[config.mk]
export PLATFORM = sky130hd
export DESIGN_NAME = rxirq_coalesce
export DESIGN_NICKNAME = d
export VERILOG_FILES = /design/src/rtl/rxirq_pkg.sv /design/src/rtl/rxirq_tick_gen.sv /design/src/rtl/rxirq_idle_timer.sv /design/src/rtl/rxirq_flag_bank.sv /design/src/rtl/rxirq_irq_merge.sv /design/src/rtl/rxirq_coalesce.sv
export SDC_FILE = /design/constraint.sdc
export NUM_CORES = 1
export LEC_CHECK = 0
export BUFFER_PORTS_ARGS = -buffer_cell sky130_fd_sc_hd__buf_2
export CAP_MARGIN = 15
export CORE_ASPECT_RATIO = 0.9
export CORE_UTILIZATION = 60
export DETAILED_ROUTE_END_ITERATION = 12
export PLACE_DENSITY = 0.95
export SYNTH_ARGS = -nofsm -noshare
export SYNTH_HDL_FRONTEND = slang
export SYNTH_SLANG_ARGS = --single-unit
[constraint.sdc]
create_clock -name clk -period 4.88 [get_ports clk]
set_input_delay 0.732 -clock clk [delete_from_list [all_inputs] [get_ports clk]]
set_output_delay 0.732 -clock clk [all_outputs]
set_load 0.01 [all_outputs]
[src/rtl/rxirq_pkg.sv]
// Shared definitions for the receive interrupt coalescing controller:
// register selects, flag and enable bit positions, bus-state codes and
// the packed flag vector carried between the submodules.
package rxirq_pkg;

    typedef enum logic [1:0] {
        REG_IEN  = 2'd0,
        REG_LVL  = 2'd1,
        REG_TOUT = 2'd2,
        REG_STAT = 2'd3
    } reg_sel_e;

    typedef enum logic [1:0] {
        BUS_ACTIVE  = 2'd0,
        BUS_WARN    = 2'd1,
        BUS_PASSIVE = 2'd2,
        BUS_OFF     = 2'd3
    } bus_state_e;

    // Status register bit positions (software decodes these)
    localparam int FB_RXL   = 16;
    localparam int FB_OVR   = 17;
    localparam int FB_TST   = 18;
    localparam int FB_RST   = 20;
    localparam int FB_CHG   = 22;
    localparam int FB_TOUT  = 23;
    localparam int FB_TX    = 24;

    // Enable register bit positions
    localparam int EN_RX    = 0;
    localparam int EN_OVR   = 1;
    localparam int EN_CHG   = 6;
    localparam int EN_TOUT  = 7;
    localparam int EN_TX    = 16;
    localparam int EN_ERR   = 17;

    localparam logic [31:0] EN_MASK = (32'd1 << EN_RX) | (32'd1 << EN_OVR) |
                                      (32'd1 << EN_CHG) | (32'd1 << EN_TOUT) |
                                      (32'd1 << EN_TX) | (32'd1 << EN_ERR);

    // Sticky flags; bit 0 is the receive level flag
    typedef struct packed {
        logic tx;
        logic tout;
        logic chg;
        logic ovr;
        logic rxl;
    } flag_vec_t;

endpackage

[src/rtl/rxirq_tick_gen.sv]
// Microsecond tick prescaler.
// Emits a one-cycle pulse every DIV clocks. DIV is chosen so that DIV
// core clocks last one microsecond. Assumes DIV >= 1; DIV of 1 gives a
// tick on every cycle.
module rxirq_tick_gen #(
    parameter int DIV = 4
) (
    input  logic clk,
    input  logic rst_n,
    output logic tick_o
);

    generate
        if (DIV <= 1) begin : g_every_cycle
            assign tick_o = 1'b1;
        end else begin : g_divider
            localparam int W = $clog2(DIV);
            localparam logic [W-1:0] LAST = W'(DIV - 1);
            logic [W-1:0] div_q;

            // Free-running modulo-DIV counter
            always_ff @(posedge clk) begin
                if (!rst_n)            div_q <= '0;
                else if (div_q == LAST) div_q <= '0;
                else                   div_q <= div_q + 1'b1;
            end

            assign tick_o = (div_q == LAST);
        end
    endgenerate

endmodule

[src/rtl/rxirq_idle_timer.sv]
// Receive idle timer.
// Counts microsecond ticks while the receive queue is non-empty and
// untouched. It clears on any access and holds at zero while the queue is
// empty. The count saturates at its maximum. Expiry is reported while
// the count has reached the programmed limit and no access is present in
// the same cycle.
module rxirq_idle_timer #(
    parameter int TOUT_W = 16
) (
    input  logic              clk,
    input  logic              rst_n,
    input  logic              tick_i,
    input  logic              nonempty_i,
    input  logic              access_i,
    input  logic [TOUT_W-1:0] limit_i,
    output logic              expired_o
);

    localparam logic [TOUT_W-1:0] CNT_MAX = '1;

    logic [TOUT_W-1:0] idle_q;

    // Idle tick counter with restart on access and hold on empty
    always_ff @(posedge clk) begin
        if (!rst_n)                       idle_q <= '0;
        else if (!nonempty_i || access_i) idle_q <= '0;
        else if (tick_i && idle_q != CNT_MAX) idle_q <= idle_q + 1'b1;
    end

    assign expired_o = nonempty_i && !access_i && (idle_q >= limit_i);

endmodule

[src/rtl/rxirq_flag_bank.sv]
// Sticky flag storage with write-one-to-clear.
// It also captures the two bus-state fields and raises the state-change
// flag whenever either incoming field differs from the captured copy.
// A set condition wins over a clear arriving in the same cycle. The
// captured states reset to error-active.
module rxirq_flag_bank
    import rxirq_pkg::*;
(
    input  logic      clk,
    input  logic      rst_n,
    input  flag_vec_t set_i,
    input  flag_vec_t clr_i,
    input  logic [1:0] tx_state_i,
    input  logic [1:0] rx_state_i,
    output flag_vec_t flags_o,
    output logic [1:0] tx_state_o,
    output logic [1:0] rx_state_o
);

    flag_vec_t  flag_q;
    flag_vec_t  set_all;
    logic [1:0] txs_q;
    logic [1:0] rxs_q;
    logic       state_moved;

    // Detect any movement in either bus-state field
    always_comb begin
        state_moved = (tx_state_i != txs_q) || (rx_state_i != rxs_q);
        set_all     = set_i;
        set_all.chg = set_i.chg | state_moved;
    end

    // Capture bus states
    always_ff @(posedge clk) begin
        if (!rst_n) begin
            txs_q <= BUS_ACTIVE;
            rxs_q <= BUS_ACTIVE;
        end else begin
            txs_q <= tx_state_i;
            rxs_q <= rx_state_i;
        end
    end

    // Sticky flags, set has priority over clear
    always_ff @(posedge clk) begin
        if (!rst_n) flag_q <= '0;
        else        flag_q <= (flag_q & ~clr_i) | set_all;
    end

    assign flags_o    = flag_q;
    assign tx_state_o = txs_q;
    assign rx_state_o = rxs_q;

endmodule

[src/rtl/rxirq_irq_merge.sv]
// Interrupt merge.
// Combines the registered flags with the enable register into one level
// output. The timeout flag additionally needs the receive enable. The
// error-group enable opens both error flags.
module rxirq_irq_merge
    import rxirq_pkg::*;
(
    input  flag_vec_t   flags_i,
    input  logic [31:0] ien_i,
    output logic        irq_o
);

    logic err_open;
    logic unused_en_bits;

    assign unused_en_bits = ^{ien_i[31:18], ien_i[15:8], ien_i[5:2]};

    // Weigh each flag against its enable
    always_comb begin
        err_open = ien_i[EN_ERR];
        irq_o = (flags_i.rxl  && ien_i[EN_RX])
              | (flags_i.ovr  && (ien_i[EN_OVR] || err_open))
              | (flags_i.chg  && (ien_i[EN_CHG] || err_open))
              | (flags_i.tout && ien_i[EN_TOUT] && ien_i[EN_RX])
              | (flags_i.tx   && ien_i[EN_TX]);
    end

endmodule

[src/rtl/rxirq_coalesce.sv]
// Receive interrupt coalescing controller, top level.
// Holds the enable, level and timeout registers. It computes the flag
// set conditions from the queue counts and event inputs, and drives the
// single interrupt line. Assumes CNT_W <= 8, LVL_W >= CNT_W,
// 2*LVL_W <= 32 and TOUT_W <= 32.
module rxirq_coalesce
    import rxirq_pkg::*;
#(
    parameter int CNT_W    = 8,
    parameter int LVL_W    = 16,
    parameter int TOUT_W   = 16,
    parameter int TICK_DIV = 4,
    parameter int TOUT_RST = 1000
) (
    input  logic             clk,
    input  logic             rst_n,
    input  logic             wr_en_i,
    input  logic [1:0]       wr_addr_i,
    input  logic [31:0]      wr_data_i,
    input  logic [1:0]       rd_addr_i,
    output logic [31:0]      rd_data_o,
    input  logic [CNT_W-1:0] rx_count_i,
    input  logic [CNT_W-1:0] tx_count_i,
    input  logic             rx_access_i,
    input  logic             ovr_event_i,
    input  logic [1:0]       tx_state_i,
    input  logic [1:0]       rx_state_i,
    output logic             irq_o
);

    localparam int LVL_TOT = 2 * LVL_W;

    logic [31:0]       ien_q;
    logic [LVL_TOT-1:0] lvl_q;
    logic [TOUT_W-1:0] tout_q;
    logic [LVL_W-1:0]  rx_cnt_ext;
    logic [LVL_W-1:0]  tx_cnt_ext;
    logic              tick;
    logic              expired;
    logic              stat_wr;
    flag_vec_t         flag_set;
    flag_vec_t         flag_clr;
    flag_vec_t         flag_q;
    logic [1:0]        txs_q;
    logic [1:0]        rxs_q;

    // Configuration registers
    always_ff @(posedge clk) begin
        if (!rst_n) begin
            ien_q  <= '0;
            lvl_q  <= '0;
            tout_q <= TOUT_W'(TOUT_RST);
        end else if (wr_en_i) begin
            case (reg_sel_e'(wr_addr_i))
                REG_IEN:  ien_q  <= wr_data_i & EN_MASK;
                REG_LVL:  lvl_q  <= wr_data_i[LVL_TOT-1:0];
                REG_TOUT: tout_q <= wr_data_i[TOUT_W-1:0];
                default:  ;
            endcase
        end
    end

    assign rx_cnt_ext = LVL_W'(rx_count_i);
    assign tx_cnt_ext = LVL_W'(tx_count_i);
    assign stat_wr    = wr_en_i && (reg_sel_e'(wr_addr_i) == REG_STAT);

    // Flag set conditions from counts and events
    always_comb begin
        flag_set.rxl  = rx_cnt_ext > lvl_q[LVL_W-1:0];
        flag_set.tx   = tx_cnt_ext <= lvl_q[LVL_TOT-1:LVL_W];
        flag_set.ovr  = ovr_event_i;
        flag_set.tout = expired;
        flag_set.chg  = 1'b0;
    end

    // Software clears, one per flag bit position
    always_comb begin
        flag_clr.rxl  = stat_wr && wr_data_i[FB_RXL];
        flag_clr.ovr  = stat_wr && wr_data_i[FB_OVR];
        flag_clr.chg  = stat_wr && wr_data_i[FB_CHG];
        flag_clr.tout = stat_wr && wr_data_i[FB_TOUT];
        flag_clr.tx   = stat_wr && wr_data_i[FB_TX];
    end

    rxirq_tick_gen #(.DIV(TICK_DIV)) tick_i (
        .clk    (clk),
        .rst_n  (rst_n),
        .tick_o (tick)
    );

    rxirq_idle_timer #(.TOUT_W(TOUT_W)) idle_i (
        .clk        (clk),
        .rst_n      (rst_n),
        .tick_i     (tick),
        .nonempty_i (rx_count_i != '0),
        .access_i   (rx_access_i),
        .limit_i    (tout_q),
        .expired_o  (expired)
    );

    rxirq_flag_bank flags_i (
        .clk        (clk),
        .rst_n      (rst_n),
        .set_i      (flag_set),
        .clr_i      (flag_clr),
        .tx_state_i (tx_state_i),
        .rx_state_i (rx_state_i),
        .flags_o    (flag_q),
        .tx_state_o (txs_q),
        .rx_state_o (rxs_q)
    );

    rxirq_irq_merge merge_i (
        .flags_i (flag_q),
        .ien_i   (ien_q),
        .irq_o   (irq_o)
    );

    // Register read multiplexer
    always_comb begin
        rd_data_o = '0;
        case (reg_sel_e'(rd_addr_i))
            REG_IEN:  rd_data_o = ien_q;
            REG_LVL:  rd_data_o = 32'(lvl_q);
            REG_TOUT: rd_data_o = 32'(tout_q);
            REG_STAT: begin
                rd_data_o[7:0]          = 8'(rx_count_i);
                rd_data_o[15:8]         = 8'(tx_count_i);
                rd_data_o[FB_RXL]       = flag_q.rxl;
                rd_data_o[FB_OVR]       = flag_q.ovr;
                rd_data_o[FB_TST +: 2]  = txs_q;
                rd_data_o[FB_RST +: 2]  = rxs_q;
                rd_data_o[FB_CHG]       = flag_q.chg;
                rd_data_o[FB_TOUT]      = flag_q.tout;
                rd_data_o[FB_TX]        = flag_q.tx;
            end
            default: rd_data_o = '0;
        endcase
    end

endmodule

Word-level counts from Yosys, hierarchy flattened
Cells that the tools add are included.
Widths: inputs -> output; s select.
{"block": "op_classes", "n_addsub": 2, "magnitude_cmp": 3, "eq_ne": 10, "muxes": 2, "bitwise": 8, "n_reduce_logical": 29}
{"operator": "$pmux 25 s4", "count": 1}
{"operator": "$add 16x1->16 const B", "count": 1}
{"operator": "$ge 16x16->1", "count": 1}
{"operator": "$gt 8x16->1", "count": 1}
{"operator": "$le 8x16->1", "count": 1}
{"operator": "$ne 16x16->1 const B", "count": 1}
{"operator": "$logic_and 1x1->1", "count": 15}
{"operator": "$eq 2x2->1 const B", "count": 5}
{"operator": "$reduce_bool 8->1", "count": 1}
{"operator": "$mux 7", "count": 1}
{"operator": "$reduce_and 2->1", "count": 3}
{"operator": "$and 5x5->5", "count": 1}
{"operator": "$not 5->5", "count": 1}
{"operator": "$or 5x5->5", "count": 1}
{"operator": "$eq 2x1->1 const B", "count": 2}
{"operator": "$logic_not 2->1", "count": 2}
{"operator": "$logic_or 1x1->1", "count": 4}
{"operator": "$ne 2x2->1", "count": 2}
{"operator": "$or 1x1->1", "count": 4}
{"operator": "$reduce_or 2->1", "count": 2}
{"operator": "$add 2x1->2 const B", "count": 1}
{"operator": "$logic_not 1->1", "count": 2}
{"operator": "$not 1->1", "count": 1}
{"block": "totals", "register_bits": 81, "input_bits": 61, "out_inout_bits": 33, "word_cells": 66}

Depth between registers and ports, before layout
Gate-level depths: netlist (run 1).
{"block": "depth", "word_depth": 6, "depth_mapped": 7}

By module
From an unflattened synthesis (run 1), not the netlist that was laid out.
{"block": "hier_totals", "hier_cells": 576, "hier_area_um2": 4809.6}
{"module": "rxirq_coalesce", "n_inst": 1, "cells_each": 371, "area_each_um2": 3088.0, "seq_area_each_um2": 1081.0}
{"module": "rxirq_idle_timer", "n_inst": 1, "cells_each": 165, "area_each_um2": 1298.7, "seq_area_each_um2": 320.3}
{"module": "rxirq_flag_bank", "n_inst": 1, "cells_each": 29, "area_each_um2": 317.8, "seq_area_each_um2": 180.2}
{"module": "rxirq_tick_gen", "n_inst": 1, "cells_each": 5, "area_each_um2": 73.8, "seq_area_each_um2": 40.0}
{"module": "rxirq_irq_merge", "n_inst": 1, "cells_each": 6, "area_each_um2": 31.3, "seq_area_each_um2": 0.0}

Worst setup path before layout (run 1)
No wires, ideal clock.
{"block": "synth_path", "path_kind": "input to output", "from": "input port rd_addr_i[1]", "to": "output port rd_data_o[16]", "arrival_ps": 1950, "required_time_ps": 4148, "path_slack_ps": 2198, "stages": 5, "path_cell_list": "clkbuf_1 -> buf_2 -> clkbuf_1 -> nand3_1 -> o21ai_0"}
{"block": "synth_via", "elab_chain_cells": 2, "word_cells_on_any_way": 5, "cone_classes": "3 x eq/ne; 1 x mux; 1 x reduce/logical"}
{"item": "from (decl)", "line": "rxirq_coalesce.sv:20", "text": "input logic [1:0] rd_addr_i,"}
{"item": "$eq 2x2->1 (tied with other cells)", "line": "rxirq_coalesce.sv:122", "text": "case (reg_sel_e'(rd_addr_i))"}
{"item": "$pmux 25 s4 (*)", "line": "rxirq_coalesce.sv:122"}
{"item": "to (decl)", "line": "rxirq_coalesce.sv:21", "text": "output logic [31:0] rd_data_o,"}
Every way passes the cells marked *; elsewhere a longest branch is shown, timed or not.

Worst setup path after layout (run 1)
{"block": "layout_path", "from": "input port rd_addr_i[0]", "to": "output port rd_data_o[12]"}
Same word-level chain as after synthesis.

==> results of run 1 <==
[power by group]
| group | switching (mW) | internal, mW | total [mW] |
|---|---|---|---|
| Combinational | 0.112 | 0.0886 | 0.201 |
| Sequential | 0.0183 | 0.684 | 0.703 |
| Clock | 0.237 | 0.249 | 0.486 |
[sequential cells by signal, summed over array words and instances (netlist names)]
signal,flops
flags_i.rx_state_o,2
flags_i.flags_o,5
lvl_q,32
tick_i.g_divider.div_q,2
ien_q,6
flags_i.tx_state_o,2
idle_i.idle_q,16
tout_q,16
[critical path: stages]
cell and delay [ps]:
buf_2 500, nor2b_1 410, buf_4 280, a22o_1 180, buf_2 130
[synthesized netlist by cell type, drive strengths merged, types with 11 or more instances]
cell type  number
ha             34
a21oi          15
and2           11
a21boi         42
o21ai          26
mux2i          16
inv            33
o211ai         13
nand2         121
a22o           12
dfxtp          81
clkbuf         25
nor2           25
nor2b          17
[final timing paths]
| check | start | to | slack, ps | depth (start not counted) |
|---|---|---|---|---|
| worst max-delay path | rd_addr_i[0] | rd_data_o[12] | 1890 | 5 |
| worst min-delay path | tick_i.g_divider.div_q[0] | tick_i.g_divider.div_q[0] | 430 | 1 |
| worst max register to register | idle_i.idle_q[3] | idle_i.idle_q[6] | 2860 | 5 |
| worst min register to register | tick_i.g_divider.div_q[0] | tick_i.g_divider.div_q[0] | 430 | 1 |
[cell type report]
class | instances | area [um2] | share of cell area [%]
Clock buffer | 11 | 141 | 2.68
Clock inverter | 5 | 55.1 | 1.04
Inverter | 33 | 124 | 2.35
Multi-Input combinational cell | 413 | 2730 | 51.8
Sequential cell | 81 | 1620 | 30.7
Tap cell | 93 | 116 | 2.20
Timing Repair Buffer | 96 | 488 | 9.25
[through the flow]
step           power (mW)  std cells  worst slack [ps]  util [%]  cell area [um2]
6_report             1.39        732              1890      73.1             5280
5_1_grt              1.45        732              1770      73.1             5280
4_1_cts              1.39        732              1920      73.1             5280
3_5_place_dp        0.914        716              1930      70.4             5080
3_3_place_gp        0.905        716              2040      70.4             5080
2_1_floorplan       0.835        556              2200         -             4590
[routing by layer]
| layer | vias up | wire length (um) | part of all wire, % | global-route usage, % |
|---|---|---|---|---|
| met5 | - | 0 | 0 | 0 |
| li1 | 2065 | - | - | - |
| met2 | 207 | 5780 | 48 | 53.0 |
| met3 | 24 | 953 | 7.9 | 7.53 |
| met4 | 0 | 208 | 1.7 | 8.95 |
| met1 | 2055 | 5070 | 42 | 38.9 |
[cells by family (layout without fill, tap and decap cells)]
group                      Yosys count  in the layout  share of synthesized area, %
xor gates and xnor gates            18             18                          3.43
and+or+nand+nor                    219            219                          22.5
adders and majority gates           34             34                          9.26
AOI/OAI and AO/OA                  122            122                          18.7
muxes                               20             20                          5.45
DFF                                 81             81                          35.3
buffers and inverters               62            145                          5.26
==> flow_metrics.env, run 1 <==
export IMPL_status="finished clean"
export IMPL_io_buffer_count=93
export IMPL_synth_flop_cell="dfxtp_1"
export IMPL_drtAntennaViolNets=0
export IMPL_final_common_cell="nand2_1"
export IMPL_drc=0
export IMPL_grt_pass1_wl_mm=19.4
export IMPL_fin_nets=729
export IMPL_synth_nets=651
export IMPL_drt_iter0_drc=398
export IMPL_worstSkewPairLatency_ps=350
export IMPL_maxCapViolations=0
export IMPL_synth_top_area_share_pct=35.3
export IMPL_relSlewSlack_pct=30.3
export IMPL_vias=4351
export IMPL_fp_dieH_um=85.0
export IMPL_layout_min_cycle_time_ps=2990
export IMPL_final_setup_viol_count=0
export IMPL_worst_pin_slew_ps=1050
export IMPL_synthTopCellsByArea="dfxtp_1, nand2_1, ha_1, a21boi_0, mux2i_1"
export IMPL_finalHoldViolations=0
export IMPL_fin_skew_ps=7.04
export IMPL_cts_resized=0
export IMPL_synth_seq_cells=81
export IMPL_synthDistinctLibCells=47
export IMPL_cts_tree="yes"
export IMPL_start_util_pct=63.6
export IMPL_routed_wl_mm=12.0
export IMPL_avgSynthCellArea_um2=8.26
export IMPL_ir_drop_mv=0.192
export IMPL_cts_buffer_depth=2
export IMPL_core_um2=7220
export IMPL_cp_end_kind="output port"
export IMPL_path_clk_slew_ps=80
export IMPL_yosysWarnings=0
export IMPL_nFillCells=519
export IMPL_fin_hold_ws_ps=427
export IMPL_drv_slew=0
export IMPL_hold_buffers=0
export IMPL_drive_gt1_share_pct=19.9
export IMPL_synth_seq_area_share_pct=35.3
export IMPL_syn_area_um2=4590
export IMPL_grt_max_degree=69
export IMPL_synth_async_reset_ratio_pct=0
export IMPL_yosys_area_top_type="dfxtp_1"
export IMPL_row_count=29
export IMPL_cts_root_buffer="clkbuf_8"
export IMPL_arrival_ps=2250
export IMPL_area_growth_syn_to_layout_pct=14.9
export IMPL_post_cts_buffers=0
export IMPL_min_path_type="flip-flop to flip-flop"
export IMPL_max_freq_mhz=335
export IMPL_cts_max_level=3
export IMPL_critPathRequiredTime_ps=4150
export IMPL_grt_ovfl_total=0
export IMPL_gr_usage_all_layers_pct=31.1
export IMPL_start_kind="input pin"
export IMPL_cellLeakagePower_nw=2.22
export IMPL_clock_sinks=81
export IMPL_wl_per_cell_um=16.4
export IMPL_firstDrtPassIters=5
export IMPL_cts_buffers=9
export IMPL_setup_tns_ps=0
export IMPL_viasPerCell=5.94
export IMPL_antenna_found_initial=0
export IMPL_synth_edf_count=0
export IMPL_gp_congestion=0.935
export IMPL_final_cell_mix="nand2_1, buf_2, dfxtp_1"
export IMPL_pin_count=94
export IMPL_grt_pass1_vias=4147
export IMPL_powerDensity_nw_per_um2=263
export IMPL_worstSetupPathType="input pin to output port"
export IMPL_rsz0062_at_grt="no"
export IMPL_die_area_um2=8010
export IMPL_hpwlAfterDp_mm=8.74
export IMPL_syn_inst=556
export IMPL_diodes=0
export IMPL_chipWidth_um=94.2
export IMPL_crit_fanout=40
export IMPL_fin_crit_sh_pct=61.2
No activity file was read; power rests on OpenSTA's default activity.
==> run 2, diff against run 1 <==
--- a/config.mk
+++ b/config.mk
@@ -8,9 +8,9 @@
 export BUFFER_PORTS_ARGS = -buffer_cell sky130_fd_sc_hd__buf_2
 export CAP_MARGIN = 15
 export CORE_ASPECT_RATIO = 0.9
-export CORE_UTILIZATION = 60
+export CORE_UTILIZATION = 55
 export DETAILED_ROUTE_END_ITERATION = 12
-export PLACE_DENSITY = 0.95
+export PLACE_DENSITY = 0.9
 export SYNTH_ARGS = -nofsm -noshare
 export SYNTH_HDL_FRONTEND = slang
 export SYNTH_SLANG_ARGS = --single-unit
==> constraint.sdc (replaced) <==
create_clock -name clk -period 3.1 [get_ports clk]
set_input_delay 0.465 -clock clk [delete_from_list [all_inputs] [get_ports clk]]
set_output_delay 0.465 -clock clk [all_outputs]
set_load 0.01 [all_outputs]
==> flow_metrics.env, run 2 (synthesized netlist as in run 1, its figures left out) <==
export IMPL_worst_pin_slew_ps=682
export IMPL_cts_max_level=3
export IMPL_fp_dieH_um=88.7
export IMPL_start_kind="input pin"
export IMPL_gp_congestion=0.950
export IMPL_firstDrtPassIters=10
export IMPL_path_clk_slew_ps=90
export IMPL_cpMostUsedCell="buf_2"
export IMPL_dpl_cell_area_um2=5110
export IMPL_worstSetupPathType="input pin to output port"
export IMPL_drv_slew=0
export IMPL_maxCapViolations=0
export IMPL_clock_sinks=81
export IMPL_cts_root_buffer="clkbuf_8"
export IMPL_relSlewSlack_pct=54.4
export IMPL_fin_crit_sh_pct=76.7
export IMPL_grt_pass1_vias=4185
export IMPL_finalHoldViolations=0
export IMPL_regMostFlops="lvl_q"
export IMPL_antenna_found_initial=0
export IMPL_grt_max_degree=44
export IMPL_max_freq_mhz=421
export IMPL_hpwlAfterDp_mm=9.15
export IMPL_cts_tree="yes"
export IMPL_fin_hold_ws_ps=333
export IMPL_fin_ws_ps=722
export IMPL_worstSkewPairLatency_ps=360
export IMPL_grt_ovfl_total=0
export IMPL_power_mw=2.22
export IMPL_routed_wl_mm=12.3
export IMPL_hold_buffers=0
export IMPL_crit_fanout=22
export IMPL_fin_nets=732
export IMPL_worstPathCellList="buf_2, nor2b_1, buf_4, a22o_1, buf_2"
export IMPL_preCtsSetupSlack_ps=801
export IMPL_row_count=31
export IMPL_vias=4368
export IMPL_cts_resized=0
export IMPL_final_cell_mix="nand2_1, buf_2, dfxtp_1"
export IMPL_gr_usage_all_layers_pct=28.4
export IMPL_min_path_type="input pin to flip-flop"
export IMPL_setup_tns_ps=0
export IMPL_start_util_pct=56.9
export IMPL_crit_path_max_incr_delay_ps=550
export IMPL_final_setup_viol_count=0
export IMPL_violations="DRC"
export IMPL_ir_drop_mv=0.290
export IMPL_cts_buffer_depth=2
export IMPL_drtAntennaViolNets=0
export IMPL_crit_path_top_delay_cell="nor2b_1"
export IMPL_layout_min_cycle_time_ps=2380
export IMPL_fin_skew_ps=8.27
export IMPL_cp_end_kind="output port"
export IMPL_die_area_um2=8720
export IMPL_arrival_ps=1910
export IMPL_drc=5
export IMPL_cts_buffers=9
export IMPL_diodes=0
export IMPL_status="finished with violations"
export IMPL_largest_reg_flops=32
export IMPL_core_um2=8070
export IMPL_fin_area_um2=5320
export IMPL_pin_count=94
export IMPL_cellLeakagePower_nw=2.24
export IMPL_area_growth_syn_to_layout_pct=15.7
export IMPL_path_buf_inv=3
export IMPL_top_regs="lvl_q: 32 flops, idle_i.idle_q: 16 flops, tout_q: 16 flops"
export IMPL_drive_gt1_share_pct=20.2
export IMPL_final_common_cell="nand2_1"
export IMPL_wl_per_cell_um=16.6
export IMPL_rsz0062_at_grt="no"
export IMPL_grt_pass1_wl_mm=19.5
export IMPL_chipWidth_um=98.3
export IMPL_cp_top_family="buffers and inverters"
export IMPL_post_cts_buffers=0
export IMPL_powerDensity_nw_per_um2=417
export IMPL_io_buffer_count=93
export IMPL_viasPerCell=5.89
export IMPL_critPathRequiredTime_ps=2630
export IMPL_drt_iter0_drc=248
-- run 2: cell count changes in the layout (fill, tap and decap cells not counted), sizes merged --
cell	before	now
buf	96	99
clkinv	2	1
inv	33	34
-- run 2: layout make-up --
class | instances | area, um2
Multi-Input combinational cell | 413 | 2730
Tap cell | 99 | 124
Fill cell | 666 | 2750
Timing Repair Buffer | 99 | 510
Inverter | 33 | 124
Clock inverter | 5 | 62.6
Sequential cell | 81 | 1620
Clock buffer | 11 | 141
-- run 2: final timing paths --
check	end	from	cells past startpoint	slack, ps
max	rd_data_o[12]	rd_addr_i[0]	5	720
min	flags_i.flags_o[1]	ovr_event_i	3	330
max reg2reg	idle_i.idle_q[1]	idle_i.idle_q[1]	6	1100
min reg2reg	tick_i.g_divider.div_q[0]	tick_i.g_divider.div_q[0]	1	440
-- run 2: metal layers --
metal	wire length, um	global-route usage [%]	share of wire, %
met4	212	9.63	1.7
met3	852	6.00	6.9
met2	5990	50.1	49
met1	5250	34.9	43
met5	0	0	0
-- run 2: through the flow --
| stage | util, % | cells |
|---|---|---|
| floorplan | - | 556 |
| global placement | 63.4 | 725 |
| detailed placement | 63.4 | 725 |
| CTS | 65.9 | 741 |
| global route | 65.9 | 741 |
| finish | 65.9 | 741 |
-- run 2: power by group --
group / internal, mW / total [mW] / switching [mW]
Combinational: 0.141 / 0.322 / 0.181
Clock: 0.399 / 0.790 / 0.392
Sequential: 1.08 / 1.11 / 0.0288
Total: 1.62 / 2.22 / 0.601
-- run 2: worst register-to-register path: cells and delay by family, from the launching register on --
kind / cells / cell delay, ps
simple gates: 3 / 790
flops: 1 / 390
fa+ha+maj: 1 / 240
mux: 1 / 230
compound gates: 1 / 210
==> run 3, diff against run 2 <==
--- a/config.mk
+++ b/config.mk
@@ -8,9 +8,9 @@
 export BUFFER_PORTS_ARGS = -buffer_cell sky130_fd_sc_hd__buf_2
 export CAP_MARGIN = 15
 export CORE_ASPECT_RATIO = 0.9
-export CORE_UTILIZATION = 55
+export CORE_UTILIZATION = 50
 export DETAILED_ROUTE_END_ITERATION = 12
-export PLACE_DENSITY = 0.9
+export PLACE_DENSITY = 0.87
 export SYNTH_ARGS = -nofsm -noshare
 export SYNTH_HDL_FRONTEND = slang
 export SYNTH_SLANG_ARGS = --single-unit
==> constraint.sdc (replaced) <==
create_clock -name clk -period 1.95 [get_ports clk]
set_input_delay 0.2925 -clock clk [delete_from_list [all_inputs] [get_ports clk]]
set_output_delay 0.2925 -clock clk [all_outputs]
set_load 0.01 [all_outputs]
==> flow_metrics.env, run 3 (synthesized netlist as in run 1, its figures left out) <==
export IMPL_drt_iter0_drc=341
export IMPL_grt_max_degree=68
export IMPL_cp_top_family="simple AND/OR/NAND/NOR gates"
export IMPL_grt_pass1_wl_mm=19.6
export IMPL_startpoint="idle_i.idle_q[0]"
export IMPL_preCtsSetupSlack_ps=20.3
export IMPL_layout_min_cycle_time_ps=1930
export IMPL_fin_area_um2=5440
export IMPL_worstSkewPairLatency_ps=360
export IMPL_ir_drop_mv=0.433
export IMPL_fin_skew_ps=8.99
export IMPL_cp_end_kind="flip-flop"
export IMPL_dpl_cell_area_um2=5220
export IMPL_area_growth_syn_to_layout_pct=18.5
export IMPL_reg2reg_to="idle_i.idle_q[10]"
export IMPL_drive_gt1_share_pct=22.2
export IMPL_cts_max_level=3
export IMPL_cts_buffer_depth=2
export IMPL_fin_crit_sh_pct=99.1
export IMPL_critPathRequiredTime_ps=2190
export IMPL_worstPathCellList="ha_2, nand2_1, or4_4, o211ai_1, xor2_1, nor2_1"
export IMPL_max_freq_mhz=517
export IMPL_hold_buffers=0
export IMPL_final_setup_viol_count=0
export IMPL_nFillCells=742
export IMPL_clock_sinks=81
export IMPL_final_common_cell="nand2_1"
export IMPL_gp_congestion=0.922
export IMPL_row_count=32
export IMPL_status="finished clean"
export IMPL_crit_fanout=7
export IMPL_wl_per_cell_um=16.0
export IMPL_setup_tns_ps=0
export IMPL_pin_count=94
export IMPL_routed_wl_mm=12.3
export IMPL_crit_end="idle_i.idle_q[10]"
export IMPL_start_util_pct=52.6
export IMPL_firstDrtPassIters=7
export IMPL_r2r_cells=6
export IMPL_cts_tree="yes"
export IMPL_fin_nets=743
export IMPL_die_area_um2=9570
export IMPL_vias=4395
export IMPL_drc=0
export IMPL_maxCapViolations=0
export IMPL_drv_slew=0
export IMPL_viasPerCell=5.69
export IMPL_worstSetupPathType="flip-flop to flip-flop"
export IMPL_path_clk_slew_ps=80
export IMPL_path_buf_inv=0
export IMPL_min_path_cells=2
export IMPL_cellLeakagePower_nw=2.29
export IMPL_final_cell_mix="nand2_1, buf_2, dfxtp_1"
export IMPL_fin_ws_ps=16.7
export IMPL_worstReg2RegStart="idle_i.idle_q[0]"
export IMPL_start_kind="flip-flop"
export IMPL_powerDensity_nw_per_um2=642
export IMPL_cts_buffers=9
export IMPL_grt_pass1_vias=4176
export IMPL_antenna_found_initial=0
export IMPL_core_um2=8730
export IMPL_grt_ovfl_total=0
export IMPL_hpwlAfterDp_mm=9.14
export IMPL_top_regs="lvl_q: 32 flops, idle_i.idle_q: 16 flops, tout_q: 16 flops"
export IMPL_min_path_type="input pin to flip-flop"
export IMPL_gr_usage_all_layers_pct=26.7
export IMPL_largest_reg_flops=32
export IMPL_power_mw=3.49
export IMPL_io_buffer_count=93
export IMPL_drtAntennaViolNets=0
export IMPL_finalHoldViolations=0
export IMPL_regToRegSetupSlack_ps=20
export IMPL_relSlewSlack_pct=54.3
export IMPL_diodes=0
export IMPL_crit_path_top_delay_cell="or4_4"
export IMPL_fp_dieH_um=92.9
export IMPL_chipWidth_um=103
export IMPL_cp_depth=6
export IMPL_crit_path_max_incr_delay_ps=600
export IMPL_regMostFlops="lvl_q"
export IMPL_worst_pin_slew_ps=686
export IMPL_cts_root_buffer="clkbuf_8"
export IMPL_arrival_ps=2170
[run 3: per-layer routing]
metal	track usage, %	wire length (um)	vias up	part of all wire (%)
met5	0	0	-	0
met4	9.74	207	0	1.7
met2	44.7	5950	169	48
met3	3.77	766	20	6.2
li1	-	-	2102	-
met1	34.5	5390	2104	44
[run 3: layout make-up]
| type | count | area, um2 | share of cell area [%] |
|---|---|---|---|
| inverter | 33 | 124 | 2.28 |
| clock inverter | 7 | 71.3 | 1.31 |
| tap | 119 | 149 | 2.74 |
| clock buffer | 9 | 124 | 2.28 |
| timing repair buffer | 109 | 598 | 11.0 |
| sequential | 81 | 1620 | 29.8 |
| multi-input combinational | 414 | 2750 | 50.6 |
[run 3: worst min path at each step]
| stage | startpoint | end | slack [ps] |
|---|---|---|---|
| after floorplan | tick_i.g_divider.div_q[0] | tick_i.g_divider.div_q[0] | 400 |
| after global placement | tick_i.g_divider.div_q[0] | tick_i.g_divider.div_q[0] | 410 |
| after detailed placement | tick_i.g_divider.div_q[0] | tick_i.g_divider.div_q[0] | 420 |
| after CTS | tx_state_i[0] | flags_i.tx_state_o[0] | 160 |
| after global routing | ovr_event_i | flags_i.flags_o[1] | 180 |
| final | tx_state_i[0] | flags_i.tx_state_o[0] | 170 |
[run 3: report_power, final]
part / leakage [nW] / internal (mW) / switching, mW
Combinational: 1.54 / 0.234 / 0.285
Sequential: 0.660 / 1.71 / 0.0445
Clock: 0.0912 / 0.588 / 0.630
[run 3: timing repair]
action / CTS / global route
cloned: 0 / 1
gates resized for setup: 0 / 4
setup buffers: 0 / 0
endpoints found under the hold margin: 0 / 0
setup endpoints to repair: 3 / 6
pin swaps: 1 / 1
[run 3: through the flow]
step / cells / hold WS, ps / util, %
final: 772 / 168 / 62.3
after global routing: 772 / 177 / 62.3
after CTS: 771 / 162 / 62.1
after detailed placement: 755 / 420 / 59.8
after global placement: 755 / 412 / 59.8
after floorplan: 556 / 405 / -
